**src/rtl/rpc_pkg.sv**
```systemverilog
package rpc_pkg;
  typedef enum logic [0:0] {ST_IDLE = 1'b0, ST_WAIT = 1'b1} rpc_state_t;
  localparam int SLOT_PID  = 0;
  localparam int SLOT_ZERO = 1;
  localparam int NUM_SLOTS = 2;
endpackage

```
**src/rtl/rpc_slot_store.sv**
```systemverilog
module rpc_slot_store #(
  parameter int W = 64,
  parameter int N = 2
) (
  input  logic              clk,
  input  logic              rst,
  input  logic [N-1:0]      inv_mask,
  input  logic              wr_en,
  input  logic              wr_slot,
  input  logic [W-1:0]      wr_data,
  output logic [N-1:0][W-1:0] ent,
  output logic [N-1:0]      vld
);
  for (genvar i = 0; i < N; i++) begin : g_slot
    always_ff @(posedge clk) begin
      if (rst) begin
        vld[i] <= 1'b0;
        ent[i] <= '0;
      end else begin
        if (wr_en && (int'(wr_slot) == i)) ent[i] <= wr_data;
        if (inv_mask[i]) vld[i] <= 1'b0;
        else if (wr_en && (int'(wr_slot) == i)) vld[i] <= 1'b1;
      end
    end


    inv_clears_chk: assert property (@(posedge clk) disable iff (rst)
      inv_mask[i] |=> !vld[i]);
  end
endmodule

```
**src/rtl/rpc_range_chk.sv**
```systemverilog
module rpc_range_chk #(
  parameter int LOW_W     = 62,
  parameter int BASE_BITS = 31,
  parameter int SIZE_W    = 5
) (
  input  logic [LOW_W-1:0]  addr,
  input  logic [SIZE_W-1:0] size,
  output logic              out_of_range
);
  int limit;
  always_comb begin
    limit = BASE_BITS + int'(size);
    out_of_range = 1'b0;
    for (int i = 0; i < LOW_W; i++) begin
      if (i >= limit && addr[i]) out_of_range = 1'b1;
    end
  end
endmodule

```
**src/rtl/rpc_flush_gen.sv**
```systemverilog
module rpc_flush_gen #(
  parameter int IS_W = 2,
  parameter int AP_W = 3
) (
  input  logic            clk,
  input  logic            rst,
  input  logic            spr_wr_en,
  input  logic            inv_valid,
  input  logic [IS_W-1:0] inv_is,
  input  logic [AP_W-1:0] inv_ap,
  output logic            flush_all,
  output logic            flush_one
);
  logic wide;
  assign wide = (inv_is != '0) || (inv_ap != '0);

  always_ff @(posedge clk) begin
    if (rst) begin
      flush_all <= 1'b0;
      flush_one <= 1'b0;
    end else begin
      flush_all <= spr_wr_en || (inv_valid && wide);
      flush_one <= inv_valid && !wide && !spr_wr_en;
    end
  end


  spr_flush_chk: assert property (@(posedge clk) disable iff (rst)
    spr_wr_en |=> flush_all);

  narrow_inv_chk: assert property (@(posedge clk) disable iff (rst)
    (inv_valid && inv_is == '0 && inv_ap == '0 && !spr_wr_en) |=> (flush_one && !flush_all));
endmodule

```
**src/rtl/radix_root_cache.sv**
```systemverilog
module radix_root_cache #(
  parameter int AW        = 64,
  parameter int PID_W     = 20,
  parameter int ENT_LOG2  = 4,
  parameter int BASE_BITS = 31,
  parameter int SIZE_W    = 5,
  parameter int RIC_W     = 2,
  parameter int IS_W      = 2,
  parameter int AP_W      = 3
) (
  input  logic            clk,
  input  logic            rst,
  input  logic            spr_wr_en,
  input  logic            spr_wr_sel,
  input  logic [AW-1:0]   spr_wr_data,
  input  logic            inv_valid,
  input  logic [RIC_W-1:0] inv_ric,
  input  logic [IS_W-1:0] inv_is,
  input  logic [AP_W-1:0] inv_ap,
  input  logic            req_valid,
  input  logic [AW-1:0]   req_addr,
  output logic            req_ready,
  output logic            fill_req,
  output logic [AW-1:0]   fill_addr,
  input  logic            fill_valid,
  input  logic [AW-1:0]   fill_data,
  output logic            rsp_valid,
  output logic            rsp_seg_err,
  output logic [AW-1:0]   rsp_root,
  output logic            tlb_flush_all,
  output logic            tlb_flush_one
);
  import rpc_pkg::*;

  localparam int LOW_W = AW - 2;
  localparam logic [RIC_W-1:0] RIC_ALL = RIC_W'(2);

  rpc_state_t           state;
  logic [PID_W-1:0]     pid_q;
  logic [AW-1:0]        base_q;
  logic [LOW_W-1:0]     hold_addr;
  logic                 hold_slot;
  logic                 kill_q;

  logic [NUM_SLOTS-1:0][AW-1:0] ent;
  logic [NUM_SLOTS-1:0] vld;
  logic [NUM_SLOTS-1:0] inv_mask;

  logic accept, quad_bad, req_slot, range_err, store_wr;
  logic [LOW_W-1:0]  chk_addr;
  logic [AW-1:0]     chk_ent;
  logic [PID_W-1:0]  fill_idx;

  assign req_ready = (state == ST_IDLE);
  assign accept    = req_valid && req_ready;
  assign quad_bad  = req_addr[AW-1] ^ req_addr[AW-2];
  assign req_slot  = req_addr[AW-1];

  always_comb begin
    inv_mask = '0;
    if ((spr_wr_en && spr_wr_sel) || (inv_valid && inv_ric == RIC_ALL))
      inv_mask = '1;
    else if (spr_wr_en && !spr_wr_sel)
      inv_mask[SLOT_PID] = 1'b1;
  end

  assign chk_addr = (state == ST_WAIT) ? hold_addr : req_addr[LOW_W-1:0];
  assign chk_ent  = (state == ST_WAIT) ? fill_data : ent[req_slot];
  assign fill_idx = req_slot ? '0 : pid_q;
  assign store_wr = (state == ST_WAIT) && fill_valid && !kill_q;

  rpc_range_chk #(.LOW_W(LOW_W), .BASE_BITS(BASE_BITS), .SIZE_W(SIZE_W)) u_range (
    .addr(chk_addr), .size(chk_ent[SIZE_W-1:0]), .out_of_range(range_err)
  );

  rpc_slot_store #(.W(AW), .N(NUM_SLOTS)) u_store (
    .clk(clk), .rst(rst), .inv_mask(inv_mask), .wr_en(store_wr),
    .wr_slot(hold_slot), .wr_data(fill_data), .ent(ent), .vld(vld)
  );

  rpc_flush_gen #(.IS_W(IS_W), .AP_W(AP_W)) u_flush (
    .clk(clk), .rst(rst), .spr_wr_en(spr_wr_en), .inv_valid(inv_valid),
    .inv_is(inv_is), .inv_ap(inv_ap), .flush_all(tlb_flush_all), .flush_one(tlb_flush_one)
  );

  always_ff @(posedge clk) begin
    if (rst) begin
      pid_q  <= '0;
      base_q <= '0;
    end else if (spr_wr_en) begin
      if (spr_wr_sel) base_q <= spr_wr_data;
      else            pid_q  <= spr_wr_data[PID_W-1:0];
    end
  end

  always_ff @(posedge clk) begin
    if (rst) begin
      state       <= ST_IDLE;
      hold_addr   <= '0;
      hold_slot   <= 1'b0;
      kill_q      <= 1'b0;
      fill_req    <= 1'b0;
      fill_addr   <= '0;
      rsp_valid   <= 1'b0;
      rsp_seg_err <= 1'b0;
      rsp_root    <= '0;
    end else begin
      fill_req  <= 1'b0;
      rsp_valid <= 1'b0;
      case (state)
        ST_IDLE: if (accept) begin
          hold_addr <= req_addr[LOW_W-1:0];
          hold_slot <= req_slot;
          if (quad_bad) begin
            rsp_valid   <= 1'b1;
            rsp_seg_err <= 1'b1;
            rsp_root    <= '0;
          end else if (vld[req_slot]) begin
            rsp_valid   <= 1'b1;
            rsp_seg_err <= range_err;
            rsp_root    <= range_err ? '0 : {chk_ent[AW-1:SIZE_W], {SIZE_W{1'b0}}};
          end else begin
            fill_req  <= 1'b1;
            fill_addr <= base_q + (AW'(fill_idx) << ENT_LOG2);
            kill_q    <= 1'b0;
            state     <= ST_WAIT;
          end
        end
        ST_WAIT: begin
          if (inv_mask[hold_slot]) kill_q <= 1'b1;
          if (fill_valid) begin
            rsp_valid   <= 1'b1;
            rsp_seg_err <= range_err;
            rsp_root    <= range_err ? '0 : {chk_ent[AW-1:SIZE_W], {SIZE_W{1'b0}}};
            state       <= ST_IDLE;
          end
        end
        default: state <= ST_IDLE;
      endcase
    end
  end


  quad_err_chk: assert property (@(posedge clk) disable iff (rst)
    (accept && quad_bad) |=> (rsp_valid && rsp_seg_err && !fill_req));

  busy_chk: assert property (@(posedge clk) disable iff (rst)
    fill_req |-> !req_ready);

  fill_cause_chk: assert property (@(posedge clk) disable iff (rst)
    fill_req |-> $past(req_valid));

  one_result_chk: assert property (@(posedge clk) disable iff (rst)
    !(rsp_valid && fill_req));
endmodule

```
**config.mk**
```make
export PLATFORM = sky130hd
export DESIGN_NAME = radix_root_cache
export DESIGN_NICKNAME = d
export VERILOG_FILES = /design/src/rtl/rpc_pkg.sv /design/src/rtl/rpc_slot_store.sv /design/src/rtl/rpc_range_chk.sv /design/src/rtl/rpc_flush_gen.sv /design/src/rtl/radix_root_cache.sv
export SDC_FILE = /design/constraint.sdc
export NUM_CORES = 1
export LEC_CHECK = 0
export BUFFER_PORTS_ARGS = -buffer_cell sky130_fd_sc_hd__buf_2
export CAP_MARGIN = 30
export CORE_MARGIN = 3
export CORE_UTILIZATION = 29
export CTS_BUF_LIST = sky130_fd_sc_hd__clkbuf_8
export DETAILED_ROUTE_END_ITERATION = 10
export GPL_TIMING_DRIVEN = 0
export SKIP_CTS_REPAIR_TIMING = 1
export SLEW_MARGIN = 20
export SYNTH_ARGS = -nofsm -noshare
export SYNTH_HDL_FRONTEND = slang
export SYNTH_SLANG_ARGS = --single-unit
```
**constraint.sdc**
```tcl
create_clock -name clk -period 11.9 [get_ports clk]
set_clock_uncertainty 0.15 [all_clocks]
set_input_delay 0.595 -clock clk [delete_from_list [all_inputs] [get_ports clk]]
set_output_delay 0.595 -clock clk [all_outputs]
set_load 0.03 [all_outputs]
```
==> run_results.csv, run 1 <==
group,metric,value,unit
grt,grt_overflow,0,
die,start_util,0.2932,
routing,dr_total_vias,20160,
setup_path,cp_cell_sequence,"buf_4 > o21a_1 > buf_4 > ha_1 > clkbuf_1 > and3b_1 > a21oi_2 > o21ai_0 > and2_1 > or4b_2 > o21ai_0 > nor4_2 > nor2_1 > buf_2 > buf_4 > o31ai_1",
setup_path,critPathMaxFanout,10,
sta,fmax,185.5,MHz
routing,vias_per_cell,5.377,
sta,rsz0062_at_grt,"false",
sta,period_minus_slack,5390,ps
grt,grt_pass1_vias,18603,
pwr,power_frac_comb,0.152,
clock_tree,clk_pin_slew_worst_paths,60,ps
placement,hpwl,66970,um
setup_path,worstSetupEndpointType,"register",
routing,wire_per_inst,23.75,um
clock_tree,cts_buffers,76,
hold_path,hp-class,"input pin to register",
synthesis,yosys-top-cells-count,"nand2_1 (690), dfxtp_1 (400), a21oi_1 (348)",
outcome,failed_checks,"negative hold slack",
finish,final_net_count,3062,
clock_tree,insertion_delay,710,ps
routing,dr.pass1.iters,6,
finish,fin_cells,3749,
synthesis,synth_seq_cells,400,
sta,maxSlewViolCount,0,
setup_path,crit_slowest_cell,"nor2_1",
die,die_x,261.5,um
grt,antenna_found_initial,19,
grt,grt_pass1_wl,125200,um
grt,grt_max_degree,13,
synthesis,synth.most_common_cell,"nand2_1",
synthesis,yosys_warnings,0,
routing,drc,0,
die,dieArea,68390,um^2
placement,place_congestion,0.9917,
sta,fin_crit_sh,0.4529,
setup_path,crit_type,"register to register",
die,die_y,261.5,um
finish,multi_input_area,10010,um^2
synthesis,synth_seq_area_share,0.4229,
setup_path,required,12300,ps
finish,n_fill_cell,6894,
clock_tree,cts_root_buffer,"clkbuf_8",
setup_path,cp_top_family,"simple AND/OR/NAND/NOR gates",
setup_path,cpPeakStageDelay,720,ps
synthesis,yosysUniqueCellTypes,75,
sta,timing.hold.ws,-5.824,ps
synthesis,synthCells,2383,
sta,setup_viol,0,
finish,area_growth_syn_to_layout,24.96,%
die,core_area,64580,um^2
synthesis,synth_top_cell_by_area,"dfxtp_1",
pwr,switching_power,0.001038,W
sta,hold_viol,3,
die,io_pins,340,
setup_path,worst_setup_path_start_kind,"register",
clock_tree,clock_sinks,400,
setup_path,crit_arrival,5790,ps
synthesis,synthTopCellsByArea,"dfxtp_1 (42%), nand2_1 (14%), a21oi_1 (9.2%)",
clock_tree,clockBufferDepth,3,
pwr,p_seq_frac,0.426,
setup_path,path_buf_inv,5,
pwr,vdd_drop_max,0.06799,mV
placement,placedCellCount,3586,
synthesis,synth_top_cell_area_share,0.4229,
sta,timing_worst_slew_pin_value,1069,ps
synthesis,synth-edff-count,0,
synthesis,synth_area,18930,um^2
clock_tree,htree_levels,3,
grt,track_usage,0.2493,
pwr,power_density,140.2,nW/um^2
pwr,swShare,0.3129,
pwr,intPower,0.002279,W
clock_tree,cts_tree,"done",
synthesis,avgSynthCellArea,7.946,um^2
synthesis,async_reset_ff_frac,0,
sta,relSlewSlack,0.2872,
pwr,leakage,9.388,nW
sta,setup-tns-final,0,ps
flow_run,cap_viol_max_count,0,
routing,wl,89030,um
placement,io_buffers,327,
outcome,status,"finished with violations",
routing,drtIter0Drc,1834,
finish,layout-drive-gt1-share,0.1954,
pwr,clkPwrFrac,0.422,
synthesis,synth-main-ff-cell,"dfxtp_1",
finish,register_area,8008,um^2
die,num_rows,93,
setup_path,crit_top_cell,"buf_4",
routing,antenna_left,0,
==> power by group through the flow <==
stage | sequential, W | combinational, W | clock (W)
floorplan | 0.00146 | 0.000246 | 0
global placement | 0.00144 | 0.000480 | 0
detailed placement | 0.00144 | 0.000487 | 0
CTS | 0.00141 | 0.000489 | 0.00142
global route | 0.00142 | 0.000533 | 0.00148
finish | 0.00141 | 0.000504 | 0.00140
==> kinds of logic (layout without fill, tap and decap cells) <==
kind of cell | after synthesis | in the layout | share of synthesized area
simple gates | 910 | 910 | 0.2040
xor+xnor | 43 | 43 | 0.01989
mux | 66 | 66 | 0.03601
compound gates | 717 | 717 | 0.2515
flops | 400 | 400 | 0.4229
buf+inv | 222 | 722 | 0.04923
other cells | 1 | 12 | 0.0001981
fa+ha+maj | 24 | 24 | 0.01626
==> sequential cells by signal (all words and copies together), names as in the netlist <==
register,count
state,1
pid_q,20
kill_q,1
u_store.vld,2
fill_addr,64
hold_addr,55
base_q,64
u_store.ent,128
fill_req,1
u_flush.flush_one,1
rsp_valid,1
rsp_seg_err,1
rsp_root,59
hold_slot,1
u_flush.flush_all,1
==> per-stage QoR <==
step                      power [W]  hold slack [ps]  cell area, um^2  setup slack [ps]    util
after floorplan            0.001703            280.8            18950              7823       -
after global placement     0.001921            284.9            21660              6195  0.3353
after detailed placement   0.001928            284.3            21870              6255  0.3387
after CTS                  0.003319           -49.83            23410              6621  0.3625
after global routing       0.003429          -0.8524            23650              6343  0.3662
final                      0.003317           -5.824            23660              6510  0.3664
==> layer usage <==
metal  wire length [um]  part of all wire  GRT usage  up-vias
li1                   -                 -          -     9308
met1              37200              0.42     0.3241     9673
met2              39770              0.45     0.3938      946
met3               8430             0.095    0.06827      215
met4               3519             0.040    0.09455       18
met5                116            0.0013          0        -
==> final timing paths <==
path                            slack, ps         endpoint          start  depth (start not counted)
worst max-delay path                 6510     rsp_root[57]          state                         16
worst min-delay path                   -6  u_store.ent[81]  fill_data[17]                          3
worst max register to register       6510     rsp_root[57]          state                         16
worst min register to register        290     fill_addr[0]      base_q[0]                          2
==> worst reg2reg max path, stage by stage, from the launching register on <==
cell and delay [ps]:
dfxtp_1 410, buf_4 210, o21a_1 140, buf_4 170, ha_1 170, clkbuf_1 460, and3b_1 290, a21oi_2 100
o21ai_0 440, and2_1 260, or4b_2 630, o21ai_0 170, nor4_2 150, nor2_1 720, buf_2 450, buf_4 250
o31ai_1 90
==> final cells by class <==
class	count	area share
multi-input cells	1765	0.4231
well taps	855	0.04521
repair buffers	367	0.08768
clock inverters	42	0.01216
diodes	7	0.0007403
plain buffers	195	0.03548
inverters	27	0.004283
clock buffers	91	0.05293
flip-flops and latches	400	0.3384
==> cells in the final DEF (no fill, tap or decap), types with 13 or more instances in the layout <==
| cell | n |
|---|---|
| a21o_1 | 13 |
| a21oi_1 | 348 |
| a221o_1 | 43 |
| a31oi_1 | 18 |
| and3_1 | 16 |
| buf_1 | 13 |
| buf_2 | 347 |
| buf_6 | 16 |
| clkbuf_1 | 142 |
| clkbuf_8 | 91 |
| dfxtp_1 | 400 |
| dlygate4sd3_1 | 23 |
| ha_1 | 23 |
| inv_1 | 48 |
| mux2_2 | 14 |
| mux2i_1 | 51 |
| nand2_1 | 690 |
| nand3_1 | 26 |
| nand4_1 | 15 |
| nor2_1 | 43 |
| nor2b_1 | 25 |
| nor3_1 | 28 |
| o2111ai_1 | 22 |
| o21ai_0 | 115 |
| o31ai_1 | 23 |
| o41ai_2 | 42 |
| xor2_1 | 31 |
(Power assumes the default switching activity.)
==> run 2: changes to the inputs <==
==> constraint.sdc (replaced) <==
create_clock -name clk -period 5.3 [get_ports clk]
set_clock_uncertainty 0.15 [all_clocks]
set_input_delay 0.265 -clock clk [delete_from_list [all_inputs] [get_ports clk]]
set_output_delay 0.265 -clock clk [all_outputs]
set_load 0.03 [all_outputs]
==> run_results.csv, run 2 (synthesis results as in run 1) <==
group,metric,value,unit
pwr,leakage,10.11,nW
pwr,vdd_drop_max,0.1455,mV
die,start_util,0.2932,
setup_path,crit_type,"register to register",
sta,fin_ws,197.8,ps
setup_path,critPathMaxFanout,10,
die,io_pins,340,
sta,fin_crit_sh,0.9627,
hold_path,hp-class,"input pin to register",
finish,largest_reg_flops,128,
placement,hpwl,66970,um
finish,fin_util,0.3928,
pwr,power_density,298.0,nW/um^2
routing,drc,0,
routing,wire_per_inst,23.27,um
finish,n_fill_cell,6729,
clock_tree,clock_sinks,400,
setup_path,required,5690,ps
die,die_x,261.5,um
flow_run,cap_viol_max_count,0,
routing,wl,91240,um
setup_path,worstSetupEndpointType,"register",
setup_path,reg2reg_slack,200,ps
setup_path,crit_arrival,5490,ps
pwr,totalPowerFinal,0.007561,W
grt,track_usage,0.2493,
sta,hold_viol,0,
placement,dp_worst_setup_slack,-14.97,ps
finish,final_cell_mix,"nand2_1 (690), dfxtp_1 (400), a21oi_1 (348), buf_2 (347), dlygate4sd3_1 (193)",
sta,fmax,196.0,MHz
routing,drtIter0Drc,1875,
clock_tree,insertion_delay,710,ps
die,dieArea,68390,um^2
clock_tree,cts_root_buffer,"clkbuf_8",
grt,grt_max_degree,13,
routing,antenna_left,0,
die,num_rows,93,
die,die_y,261.5,um
placement,place_congestion,0.9917,
grt,grt_overflow,0,
sta,setup_viol,0,
finish,multi_input_area,10010,um^2
grt,grt_pass1_wl,125200,um
clock_tree,htree_levels,3,
sta,period_minus_slack,5102,ps
finish,area_growth_syn_to_layout,33.99,%
grt,antenna_found_initial,16,
setup_path,crit_slowest_cell,"or4b_2",
finish,register_area,8008,um^2
routing,dr_total_vias,20852,
sta,maxSlewViolCount,0,
clock_tree,clockBufferDepth,3,
routing,vias_per_cell,5.318,
finish,final_common_cell,"nand2_1",
setup_path,worst_setup_path_start_kind,"register",
clock_tree,cts_tree,"done",
routing,maxUsedRoutingLayer,"met5",
clock_tree,clk_pin_slew_worst_paths,60,ps
finish,largestRegisters,"u_store.ent x128, base_q x64, fill_addr x64",
sta,timing_worst_slew_pin_value,1043,ps
setup_path,cp_cell_sequence,"buf_4 > o21a_1 > buf_4 > ha_1 > clkbuf_1 > and3b_1 > a21oi_2 > o21ai_0 > and2_1 > or4b_2 > o21ai_0 > nor4_2 > nor2_2 > buf_2 > buf_4 > o31ai_1",
finish,final_net_count,3232,
setup_path,cpPeakStageDelay,630,ps
sta,relSlewSlack,0.3046,
finish,top_register,"u_store.ent",
routing,wl_met3,8408,um
sta,rsz0062_at_grt,"true",
outcome,status,"complete, no violations",
routing,wl_met2,41290,um
sta,setup-tns-final,0,ps
die,core_area,64580,um^2
grt,grt_pass1_vias,18603,
finish,layout-drive-gt1-share,0.1848,
sta,timing.hold.ws,33.89,ps
clock_tree,cts_buffers,76,
placement,io_buffers,327,
routing,wl_met1,37930,um
setup_path,crit_top_cell,"buf_4",
routing,dr.pass1.iters,6,
-- run 2: path summary, 6_finish.rpt --
check                           startpoint      endpoint  cells past startpoint
worst max-delay path                 state  rsp_root[57]                     16
worst min-delay path            spr_wr_sel    base_q[44]                      4
worst max register to register       state  rsp_root[57]                     16
worst min register to register   base_q[0]  fill_addr[0]                      2
-- run 2: routing by layer --
layer / track usage / vias up
met5: 0 / -
met4: 0.09455 / 8
met3: 0.06827 / 208
met2: 0.3938 / 1018
met1: 0.3241 / 9959
li1: - / 9659
-- run 2: layout make-up --
cell class                 instances  area share
multi-input combinational       1765      0.3947
sequential                       400      0.3156
timing repair buffer             537      0.1488
clock buffer                      91     0.04937
tap                              855     0.04217
buffer                           195     0.03309
clock inverter                    42     0.01134
inverter                          27    0.003995
antenna                            9   0.0008878
-- run 2: critical path: cells and delay by family, from the launching register on --
family | cells | cell delay (ps)
AO/OA/AOI/OAI | 5 | 910
adder cells (fa/ha/maj) | 1 | 170
buffers and inverters | 5 | 1500
flip-flops | 1 | 410
AND/OR/NAND/NOR | 5 | 1810
-- run 2: power by group --
group | internal, W | switching [W] | leakage [nW]
registers | 0.00311 | 0.0000674 | 3.25
logic | 0.000414 | 0.000827 | 5.99
clock network | 0.00168 | 0.00147 | 0.869
-- run 2: per-stage QoR --
stage          std cells  cell area, um^2
2_1_floorplan       2387            18950
3_3_place_gp        3569            21660
3_5_place_dp        3586            21870
4_1_cts             3719            23410
5_1_grt             3917            25360
6_report            3921            25370
==> run 3: changes to the inputs <==
==> constraint.sdc (replaced) <==
create_clock -name clk -period 6 [get_ports clk]
set_clock_uncertainty 0.15 [all_clocks]
set_input_delay 0.3 -clock clk [delete_from_list [all_inputs] [get_ports clk]]
set_output_delay 0.3 -clock clk [all_outputs]
set_load 0.03 [all_outputs]
==> run_results.csv, run 3 (synthesis results as in run 1) <==
group,metric,value,unit
pwr,leakage,10.11,nW
routing,antenna_left,0,
placement,dp_worst_setup_slack,650.0,ps
sta,timing_worst_slew_pin_value,1046,ps
finish,register_area,8008,um^2
flow_run,cap_viol_max_count,0,
sta,fin_crit_sh,0.8998,
setup_path,reg2reg_slack,600,ps
routing,drc,0,
pwr,power_density,263.3,nW/um^2
die,dieArea,68390,um^2
clock_tree,insertion_delay,710,ps
setup_path,crit_slowest_cell,"nor2_1",
clock_tree,clk_pin_slew_worst_paths,60,ps
outcome,status,"complete, no violations",
routing,dr.pass1.iters,5,
hold_path,min_from,"spr_wr_sel",
setup_path,r2r-end,"rsp_root[57]",
setup_path,worst_setup_path_start_kind,"register",
finish,multi_input_area,10010,um^2
routing,wl,91300,um
sta,setup_viol,0,
clock_tree,cts_root_buffer,"clkbuf_8",
clock_tree,clock_sinks,400,
grt,grt_overflow,0,
pwr,vdd_drop_max,0.1294,mV
sta,fmax,185.2,MHz
routing,vias_per_cell,5.332,
setup_path,worstRegToRegCells,16,
grt,grt_pass1_vias,18603,
setup_path,reg2reg_from,"state",
setup_path,crit_arrival,5790,ps
sta,relSlewSlack,0.3026,
finish,top_register,"u_store.ent",
grt,track_usage,0.2493,
die,start_util,0.2932,
die,num_rows,93,
finish,final_common_cell,"nand2_1",
finish,largest_reg_flops,128,
routing,dr_total_vias,20901,
grt,antenna_found_initial,16,
sta,fin_ws,600.9,ps
setup_path,cp_cell_sequence,"buf_4 > o21a_1 > buf_4 > ha_1 > clkbuf_1 > and3b_1 > a21oi_2 > o21ai_0 > and2_1 > or4b_2 > o21ai_0 > nor4_2 > nor2_1 > buf_2 > buf_4 > o31ai_1",
die,die_x,261.5,um
setup_path,cp-endpoint,"rsp_root[57]",
finish,n_fill_cell,6730,
placement,hpwl,66970,um
clock_tree,cts_tree,"done",
sta,rsz0062_at_grt,"false",
sta,setup-tns-final,0,ps
routing,drtIter0Drc,2020,
finish,final_net_count,3232,
setup_path,required,6390,ps
clock_tree,cts_buffers,76,
hold_path,hp-class,"input pin to register",
sta,hold_viol,0,
sta,maxSlewViolCount,0,
setup_path,worstSetupEndpointType,"register",
clock_tree,clockBufferDepth,3,
clock_tree,htree_levels,3,
placement,io_buffers,327,
sta,period_minus_slack,5399,ps
finish,area_growth_syn_to_layout,33.96,%
placement,place_congestion,0.9917,
setup_path,cpPeakStageDelay,710,ps
grt,grt_pass1_wl,125200,um
finish,final_cell_mix,"nand2_1 (690), dfxtp_1 (400), a21oi_1 (348), buf_2 (347), dlygate4sd3_1 (193)",
finish,largestRegisters,"u_store.ent x128, base_q x64, fill_addr x64",
setup_path,crit_top_cell,"buf_4",
grt,grt_max_degree,13,
die,io_pins,340,
die,die_y,261.5,um
setup_path,crit_type,"register to register",
setup_path,critPathMaxFanout,10,
setup_path,worstSetupStartpoint,"state",
die,core_area,64580,um^2
finish,layout-drive-gt1-share,0.1845,
routing,wire_per_inst,23.29,um
run 3: worst max-delay path, delay by kind of cell (launching register included):
| kind | cells | cell delay [ps] |
|---|---|---|
| DFF | 1 | 410 |
| and+or+nand+nor | 5 | 2050 |
| AOI/OAI and AO/OA | 5 | 940 |
| buffers and inverters | 5 | 1530 |
| adders and majority gates | 1 | 170 |
run 3: per-stage QoR:
stage / area (um^2) / utilization / total power (W) / instances / hold WS (ps)
floorplan: 18950 / - / 0.003379 / 2387 / 227.3
global placement: 21660 / 0.3353 / 0.003810 / 3569 / 284.9
detailed placement: 21870 / 0.3387 / 0.003825 / 3586 / 284.3
CTS: 23410 / 0.3625 / 0.006584 / 3719 / -344.8
global route: 25360 / 0.3926 / 0.006901 / 3917 / 97.01
finish: 25360 / 0.3928 / 0.006679 / 3920 / 74.50
run 3: worst min path at each step:
| stage | slack (ps) | cells after the start | to |
|---|---|---|---|
| 2_1_floorplan | 230 | 1 | u_flush.flush_one |
| 3_3_place_gp | 280 | 2 | rsp_root[62] |
| 3_5_place_dp | 280 | 2 | rsp_root[59] |
| 4_1_cts | -340 | 2 | u_flush.flush_one |
| 5_1_grt | 100 | 4 | base_q[45] |
| 6_report | 70 | 4 | base_q[44] |
run 3: area by class of cell:
cell class | count | area share
diodes | 8 | 0.0007893
plain buffers | 195 | 0.03310
clock buffers | 91 | 0.04938
clock inverters | 42 | 0.01135
inverters | 27 | 0.003996
multi-input cells | 1765 | 0.3946
flip-flops and latches | 400 | 0.3157
well taps | 855 | 0.04218
repair buffers | 537 | 0.1489
run 3: routing by layer:
| metal | routed length [um] | GRT usage |
|---|---|---|
| met1 | 38220 | 0.3241 |
| met2 | 41200 | 0.3938 |
| met3 | 8210 | 0.06827 |
| met4 | 3606 | 0.09455 |
| met5 | 56 | 0 |
run 3: power breakdown:
group	total, W	switching [W]	internal (W)
clock	0.00278	0.00130	0.00148
sequential	0.00280	0.0000593	0.00275
combinational	0.00110	0.000731	0.000365
